`config.mk`:
```
export PLATFORM = sky130hd
export DESIGN_NAME = bcd_byte_alu
export DESIGN_NICKNAME = d
export VERILOG_FILES = /design/src/rtl/bcd_pkg.sv /design/src/rtl/bcd_rst_sync.sv /design/src/rtl/bcd_digit_unit.sv /design/src/rtl/bcd_core.sv /design/src/rtl/bcd_byte_alu.sv
export SDC_FILE = /design/constraint.sdc
export NUM_CORES = 1
export LEC_CHECK = 0
export ABC_AREA = 1
export BUFFER_PORTS_ARGS = -buffer_cell sky130_fd_sc_hd__buf_4
export CAP_MARGIN = 20
export CORE_ASPECT_RATIO = 0.5
export CORE_MARGIN = 1.5
export CORE_UTILIZATION = 46
export DETAILED_ROUTE_END_ITERATION = 10
export HOLD_SLACK_MARGIN = 0.06
export PLACE_DENSITY = 0.71
export SLEW_MARGIN = 20
export SYNTH_ARGS = -nofsm -noshare
export SYNTH_HDL_FRONTEND = slang
export SYNTH_SLANG_ARGS = --single-unit
```
`constraint.sdc`:
```
create_clock -name clk -period 0.8 [get_ports clk]
set_input_delay 0 -clock clk [delete_from_list [all_inputs] [get_ports clk]]
set_output_delay 0 -clock clk [all_outputs]
set_load 0.02 [all_outputs]
```
`src/rtl/bcd_pkg.sv`:
```
package bcd_pkg;
  localparam int unsigned DIGIT_W = 4;

  typedef enum logic [1:0] {
    OP_ADD = 2'b00,
    OP_SUB = 2'b01,
    OP_NEG = 2'b10,
    OP_NOP = 2'b11
  } bcd_op_e;
endpackage

```
`src/rtl/bcd_rst_sync.sv`:
```
module bcd_rst_sync #(
  parameter int unsigned STAGES = 2
) (
  input  logic clk,
  input  logic rst_n,
  output logic rst_ns
);
  logic [STAGES-1:0] sync_q;

  always_ff @(posedge clk or negedge rst_n) begin
    if (!rst_n) sync_q <= '0;
    else        sync_q <= {sync_q[STAGES-2:0], 1'b1};
  end

  assign rst_ns = sync_q[STAGES-1];
endmodule

```
`src/rtl/bcd_digit_unit.sv`:
```
module bcd_digit_unit
  import bcd_pkg::*;
(
  input  logic [DIGIT_W-1:0] a_dig,
  input  logic [DIGIT_W-1:0] b_dig,
  input  logic               cy_in,
  input  logic               do_sub,
  output logic [DIGIT_W-1:0] r_dig,
  output logic               cy_out
);
  logic [DIGIT_W:0] raw;

  always_comb begin
    if (!do_sub) begin
      // binary sum then +6 correction when above nine
      raw = {1'b0, a_dig} + {1'b0, b_dig} + {{DIGIT_W{1'b0}}, cy_in};
      if (raw > 5'd9) begin
        r_dig  = raw[DIGIT_W-1:0] + 4'd6;
        cy_out = 1'b1;
      end else begin
        r_dig  = raw[DIGIT_W-1:0];
        cy_out = 1'b0;
      end
    end else begin
      // binary difference then -6 correction on borrow
      raw = {1'b0, a_dig} - {1'b0, b_dig} - {{DIGIT_W{1'b0}}, cy_in};
      if (raw[DIGIT_W]) begin
        r_dig  = raw[DIGIT_W-1:0] - 4'd6;
        cy_out = 1'b1;
      end else begin
        r_dig  = raw[DIGIT_W-1:0];
        cy_out = 1'b0;
      end
    end
  end
endmodule

```
`src/rtl/bcd_core.sv`:
```
module bcd_core
  import bcd_pkg::*;
#(
  parameter int unsigned NDIG = 2,
  localparam int unsigned W   = NDIG * DIGIT_W
) (
  input  bcd_op_e        op,
  input  logic [W-1:0]   src,
  input  logic [W-1:0]   dst,
  input  logic           x_in,
  input  logic           z_in,
  output logic [W-1:0]   res,
  output logic           carry,
  output logic           z_out
);
  logic [W-1:0]  lhs;
  logic [NDIG:0] cy;
  logic          sub_mode;

  always_comb begin
    lhs      = (op == OP_NEG) ? '0 : dst;
    sub_mode = (op != OP_ADD);
  end

  assign cy[0] = x_in;

  for (genvar g = 0; g < NDIG; g++) begin : g_dig
    bcd_digit_unit u_dig (
      .a_dig  (lhs[g*DIGIT_W +: DIGIT_W]),
      .b_dig  (src[g*DIGIT_W +: DIGIT_W]),
      .cy_in  (cy[g]),
      .do_sub (sub_mode),
      .r_dig  (res[g*DIGIT_W +: DIGIT_W]),
      .cy_out (cy[g+1])
    );
  end

  assign carry = cy[NDIG];
  assign z_out = z_in & ~(|res);
endmodule

```
`src/rtl/bcd_byte_alu.sv`:
```
module bcd_byte_alu
  import bcd_pkg::*;
#(
  parameter int unsigned NDIG = 2,
  localparam int unsigned W   = NDIG * DIGIT_W
) (
  input  logic         clk,
  input  logic         rst_n,
  input  logic         op_valid,
  input  logic [1:0]   op_sel,
  input  logic [W-1:0] src_byte,
  input  logic [W-1:0] dst_byte,
  input  logic         x_in,
  input  logic         z_in,
  output logic [W-1:0] res_q,
  output logic         x_q,
  output logic         c_q,
  output logic         z_q,
  output logic         res_vld
);
  logic         rst_ns;
  bcd_op_e      op;
  logic         accept;
  logic [W-1:0] core_res;
  logic         core_cy;
  logic         core_z;
  logic [W-1:0] res_d;
  logic         x_d, c_d, z_d, vld_d;

  bcd_rst_sync #(.STAGES(2)) u_rst (
    .clk    (clk),
    .rst_n  (rst_n),
    .rst_ns (rst_ns)
  );

  assign op     = bcd_op_e'(op_sel);
  assign accept = op_valid && (op != OP_NOP);

  bcd_core #(.NDIG(NDIG)) u_core (
    .op    (op),
    .src   (src_byte),
    .dst   (dst_byte),
    .x_in  (x_in),
    .z_in  (z_in),
    .res   (core_res),
    .carry (core_cy),
    .z_out (core_z)
  );

  // next-state
  always_comb begin
    res_d = res_q;
    x_d   = x_q;
    c_d   = c_q;
    z_d   = z_q;
    vld_d = 1'b0;
    if (accept) begin
      res_d = core_res;
      x_d   = core_cy;
      c_d   = core_cy;
      z_d   = core_z;
      vld_d = 1'b1;
    end
  end

  // registers
  always_ff @(posedge clk or negedge rst_ns) begin
    if (!rst_ns) begin
      res_q   <= '0;
      x_q     <= 1'b0;
      c_q     <= 1'b0;
      z_q     <= 1'b0;
      res_vld <= 1'b0;
    end else begin
      res_q   <= res_d;
      x_q     <= x_d;
      c_q     <= c_d;
      z_q     <= z_d;
      res_vld <= vld_d;
    end
  end

  p_vld_after_accept_r7: assert property (@(posedge clk) disable iff (!rst_ns)
    accept |=> res_vld);

  p_no_vld_idle_r7: assert property (@(posedge clk) disable iff (!rst_ns)
    !accept |=> !res_vld);

  p_hold_on_nop_r6: assert property (@(posedge clk) disable iff (!rst_ns)
    !accept |=> ($stable(res_q) && $stable(x_q) && $stable(c_q) && $stable(z_q)));

  p_zero_cleared_r5: assert property (@(posedge clk) disable iff (!rst_ns)
    (accept && !z_in) |=> !z_q);

  p_flags_agree_r4: assert property (@(posedge clk) disable iff (!rst_ns)
    res_vld |-> (x_q == c_q));

  for (genvar g = 0; g < NDIG; g++) begin : g_chk
    p_digit_range_r9: assert property (@(posedge clk) disable iff (!rst_ns)
      (accept && src_byte[g*DIGIT_W +: DIGIT_W] <= 4'd9
              && dst_byte[g*DIGIT_W +: DIGIT_W] <= 4'd9)
      |=> (res_q[g*DIGIT_W +: DIGIT_W] <= 4'd9));
  end
endmodule

```
After elaboration in Yosys (flattened, before gate mapping) --
Index checks and enable logic that the tools add are counted.
Word-level totals: ROM bits 0, output and inout port bits 12, bits in registers 13, word-level logic and storage cells 40, bits in writable memories 0, latch bits 0, memories kept 0
Cells by class: multipliers 0, muxes and demuxes 14, eq/ne operators 2, reduce and logical (&&, ||, !) cells 3, order comparisons 2, add/subtract/negate cells 12, bitwise logic cells 2, shift operators 0, divide/modulo/power cells 0
Operators by type and width (number):
- two-way mux 4 bit | 6
- adder 4 x 4 -> 5 bit | 2
- adder 5 x 1 -> 5 bit | 2
- > comparator 5 x 4 -> 1 bit, second input constant | 2
- subtractor 4 x 4 -> 5 bit | 2
- subtractor 5 x 1 -> 5 bit | 2
- adder 4 x 3 -> 4 bit, second input constant | 2
- two-way mux 8 bit | 1
- OR reduction 8 bit | 1
- subtractor 4 x 3 -> 4 bit, second input constant | 2
- two-way mux 1 bit | 7
- equality test 2 bit, second input constant | 1
- inequality test 2 bit, second input constant | 1
- nonzero test 2 bit | 1
- AND 1 bit | 1
- logical AND 1 bit | 1
- NOT 1 bit | 1

Longest topological paths before layout --
depth in word-level cells 14, gate-level depth with buffers 34, gate-level depth less buffers 34

Modules after synthesis --
A second synthesis with hierarchy kept.
Unflattened totals: cell total of the unflattened synthesis 297, area, all modules 1856.8 µm²
Modules (own cells, without submodules):
- bcd_digit_unit | times used 2, area an instance 621.8 µm², sequential area each 0.0 µm², cells each 110
- bcd_byte_alu | times used 1, area an instance 450.4 µm², sequential area each 275.3 µm², cells each 48
- bcd_core | times used 1, area an instance 108.9 µm², sequential area each 0.0 µm², cells each 26
- bcd_rst_sync | times used 1, area an instance 53.8 µm², sequential area each 50.0 µm², cells each 3

Worst setup path before layout --
No wires, ideal clock.
path type input port to flip-flop, start point input op_sel[0], end point register z_q, stages on the path 30, slack -3.135 ns, arrival 3.818 ns, buffers on the path 0, cell sequence inv_1 -> a21boi_0 -> fa_1 -> fa_1 -> nand2_2 -> nand2_4 -> ha_1 -> inv_1 -> nor2_1 -> a21oi_4 -> nand3_2 -> nand2_2 -> nand2_1 -> o21ai_0 -> inv_1 -> fa_1 -> inv_1 -> fa_1 -> inv_1 -> ha_1 -> nand2_1 -> a21boi_1 -> nand2_1 -> nand2_2 -> nand2_1 -> nand3_1 -> nand2_1 -> nor2_2 -> nand3_1 -> nand2_1
Between the ends: longest elaborated chain between the ends 14, elaborated cells between the ends (all ways) 31
RTL lines:
- start, declared | RTL line bcd_byte_alu.sv:10 | input logic [1:0] op_sel,
- equality test 2 bit | RTL line bcd_core.sv:21 | lhs = (op == OP_NEG) ? '0 : dst;
- two-way mux 8 bit | RTL line bcd_core.sv:21
- adder 4 x 4 -> 5 bit | RTL line bcd_digit_unit.sv:16 | raw = {1'b0, a_dig} + {1'b0, b_dig} + {{DIGIT_W{1'b0}}, cy_in};
- adder 5 x 1 -> 5 bit | RTL line bcd_digit_unit.sv:16
- > comparator 5 x 4 -> 1 bit | RTL line bcd_digit_unit.sv:17 | if (raw > 5'd9) begin
- two-way mux 1 bit | RTL line bcd_digit_unit.sv:17
- two-way mux 1 bit | RTL line bcd_digit_unit.sv:14 | if (!do_sub) begin
- adder 5 x 1 -> 5 bit or subtractor 5 x 1 -> 5 bit (tied branches) | RTL line bcd_digit_unit.sv:16, bcd_digit_unit.sv:26
- adder 4 x 3 -> 4 bit (tied with other cells) | RTL line bcd_digit_unit.sv:18 | r_dig = raw[DIGIT_W-1:0] + 4'd6;
- two-way mux 4 bit, on equally long branches | RTL line bcd_digit_unit.sv:17, bcd_digit_unit.sv:27
- two-way mux 4 bit | RTL line bcd_digit_unit.sv:14
- OR reduction 8 bit | RTL line bcd_core.sv:39 | assign z_out = z_in & ~(|res);
- NOT 1 bit | RTL line bcd_core.sv:39
- AND 1 bit | RTL line bcd_core.sv:39
- end signal, assigned | RTL line bcd_byte_alu.sv:78 | z_q <= z_d;
- end, declared | RTL line bcd_byte_alu.sv:18 | output logic z_q,
Parallel ways exist; a longest one is shown, timed or not. A chain may end at the register's enable or synchronous reset.

Final worst setup path --
start point input dst_byte[0], end point register z_q
Between the ends: longest elaborated chain between the ends 13, elaborated cells between the ends (all ways) 25
RTL lines:
- start, declared | RTL line bcd_byte_alu.sv:12 | input logic [W-1:0] dst_byte,
- two-way mux 8 bit (*) | RTL line bcd_core.sv:21
- adder 4 x 4 -> 5 bit | RTL line bcd_digit_unit.sv:16
- adder 5 x 1 -> 5 bit | RTL line bcd_digit_unit.sv:16
- > comparator 5 x 4 -> 1 bit | RTL line bcd_digit_unit.sv:17
- two-way mux 1 bit | RTL line bcd_digit_unit.sv:17
- two-way mux 1 bit | RTL line bcd_digit_unit.sv:14
- adder 5 x 1 -> 5 bit or subtractor 5 x 1 -> 5 bit (tied branches) | RTL line bcd_digit_unit.sv:16, bcd_digit_unit.sv:26
- adder 4 x 3 -> 4 bit (tied with other cells) | RTL line bcd_digit_unit.sv:18
- two-way mux 4 bit, on equally long branches | RTL line bcd_digit_unit.sv:17, bcd_digit_unit.sv:27
- two-way mux 4 bit | RTL line bcd_digit_unit.sv:14
- OR reduction 8 bit (*) | RTL line bcd_core.sv:39
- NOT 1 bit (*) | RTL line bcd_core.sv:39
- AND 1 bit (*) | RTL line bcd_core.sv:39
Every way passes the cells marked *; elsewhere a longest branch is shown, timed or not.

==> summary.md <==
| Metric | Value |
|---|---|
| Outcome | finished, violations left |
| Failing checks | negative setup slack |
| Setup-failing EPs final | 10 |
| Critical Path Sink Type | flip-flop |
| Syn_area_per_cell | 6.84 um2 |
| Crit start category | input port |
| Met3 Routed Length | 638 um |
| Syn nets | 302 |
| Fmax | 253 MHz |
| Clock Path Buffers | 2 |
| DR WL met2 | 3140 um |
| Post-synth EDFFs | 0 |
| Min cycle time layout | 3950 ps |
| WS Path Type | input port to flip-flop |
| Pwr/cell area | 1860 nW/um2 |
| Min-delay worst type | input port to async pin |
| Static Leakage | 1.60 nW |
| Drt drc | 0 |
| CP max FO | 4 |
| Number of antenna repair diodes | 0 |
| Fin crit share | 4.94 |
| Full die area | 4160 um2 |
| RSZ-0062 raised after global routing | yes |
| Worst vdd ir | 795 uV |
| Clk_lat worst skew | 240 ps |
| Top cells by area, synth | dfrtp_1 (19%), nand2_1 (15%), ha_1 (13%) |
| Power Total | 0.00548 W |
| First-pass GRT wire length | 11,400 um |
| Share of layout cells above drive strength 1 | 0.488 |
| Final WL | 6840 um |
| Max-capacitance violation count | 0 |
| Synth Warn # | 0 |
| Slowest stage cell, crit path | fa_2 |
| Post-synth top area cell | dfrtp_1 |
| Layout Nets | 413 |
| Setup ws final | -3150 ps |
| CTS tree | yes |
| Unique masters post-synth | 30 |
| Initial Util | 0.493 |
| Finished Core Util | 0.841 |
| Ys flop type | dfrtp_1 |
| Slew Limit Fails | 0 |
| Post-Syn Area | 1730 um2 |
| Ys async rst share | 1.00 |
| Number of CTS-inserted buffers | 3 |
| Clock slew at reported path FFs | 50 ps |
| First-pass iteration count of the detailed router | 5 |
| Yosys reg bits | 13 |
| Die extent in x | 89.8 um |
| Clock root buffer | clkbuf_8 |
| Routed len/inst | 16.5 um |
| Via count | 2,231 |
| # rows | 15 |
| Area growth from synthesis to layout | 70.5% |
| CTS H-tree lvls | 1 |
| Final Hold Vio Count | 0 |
| Core area | 3510 um2 |
| Register area share after synthesis | 0.188 |
| GRT Total Usage | 0.364 |
| Post-route ant nets | 0 |
| Final HPWL DP | 3860 um |
| Max layer used | met4 |
| Cells after synthesis | 253 |
| Port Buf Inserts | 34 |
| Worst Clk Skew | 3.16 ps |
| Clock sink count | 13 |
| Initial antenna violation count | 0 |
| Drt via density | 5.39 |
| Drt initial violations | 143 |
| Vias in the first global route | 2,389 |
| Grt total ovfl | 0 |
| Max incr delay on CP | 610 ps |
| Routability cong. | 0.878 |
| Largest net degree at the start of global routing | 12 |
| Area share of the largest cell type after synthesis | 0.188 |
| Met1 WL | 2800 um |
| Worst Path Arrival | 4140 ps |
| Critical path data required time | 980 ps |
| I/O Pins | 35 |
| Die Y | 46.4 um |
-- cell type report --
type	instances	area (um2)
clock buffer	4	45.0
fill	182	557
timing repair buffer	110	897
tap	51	63.8
sequential	13	325
multi-input combinational	183	1420
inverter	53	204
-- final timing paths --
| path | endpoint | cells after the start | slack, ps | from |
|---|---|---|---|---|
| max in group asynchronous | res_q[0] | 0 | 330 | u_rst.sync_q[1] |
| worst max-delay path | z_q | 31 | -3150 | dst_byte[0] |
| worst min register to register | z_q | 0 | 170 | u_rst.sync_q[1] |
| worst max register to register | res_q[1] | 2 | 50 | res_q[1] |
| worst min-delay path | u_rst.sync_q[1] | 2 | 80 | rst_n |
| min in group clk | res_q[0] | 4 | 200 | op_valid |
-- Yosys cell counts, types with 3 or more instances --
library cell   n
a21oi_4        3
a31oi_1        6
dfrtp_1       13
fa_1           8
ha_1          18
inv_1         50
nand2_1       71
nand2_2        6
nand3_1       23
nand3_2        4
nand4_1        5
nor2_1        20
o21ai_0        4
-- metal layers --
layer  vias up  track usage
li1       1007            -
met1      1063        0.432
met2       128        0.647
met3        33       0.0842
met4         0        0.197
met5         -            0
-- flip-flops by register name (all words and copies together) (netlist names) --
register,flops
c_q,1
u_rst.sync_q,2
res_vld,1
res_q,8
z_q,1
-- power breakdown --
group          switching (W)  internal (W)
Clock               0.000215      0.000351
Combinational        0.00212       0.00192
Sequential         0.0000864      0.000788
-- critical path, delay by kind of cell --
kind | cells | cell delay (ps)
compound gates | 4 | 530
simple gates | 15 | 1320
fa+ha+maj | 6 | 1900
buf+inv | 6 | 400
-- cell usage in the layout, fill, tap and decap left out, drive strengths merged, types with 3 or more instances in the layout --
cell and n:
buf 109, nand2 78, inv 52, nand3 27, nor2 21, ha 18
dfrtp 13, fa 8, a31oi 6, a21oi 6, nand4 5, o21ai 5
clkbuf 4, o211ai 3
-- what timing repair did --
item	CTS	global route
hold buffers	1	0
endpoints found under the hold margin	2	0
setup buffers	52	9
gates resized for setup	28	38
pin swaps	13	21
setup endpoints to repair	10	12
gates cloned	0	0
-- stage by stage --
step	worst slack (ps)	std cells	hold WS [ps]	TNS [ps]	area, um2
finish	-3150	414	77.1	-22350	2950
floorplan	-2860	253	-296	-18810	1770
global route	-3310	414	90.6	-23610	2950
CTS	-2870	441	76.5	-22320	2990
global placement	-3010	386	-217	-21370	2460
detailed placement	-3200	386	-215	-22500	2460
-- cell families (layout without fill, tap and decap cells) --
group,count (synthesis),count (layout),share of synthesized area
AOI/OAI and AO/OA,23,23,0.104
buffers and inverters,57,167,0.128
and+or+nand+nor,131,131,0.337
xor gates and xnor gates,2,2,0.0188
adders and majority gates,26,26,0.223
DFF,13,13,0.188
other,1,1,0.00217
No activity file was read; power rests on OpenSTA's default activity.
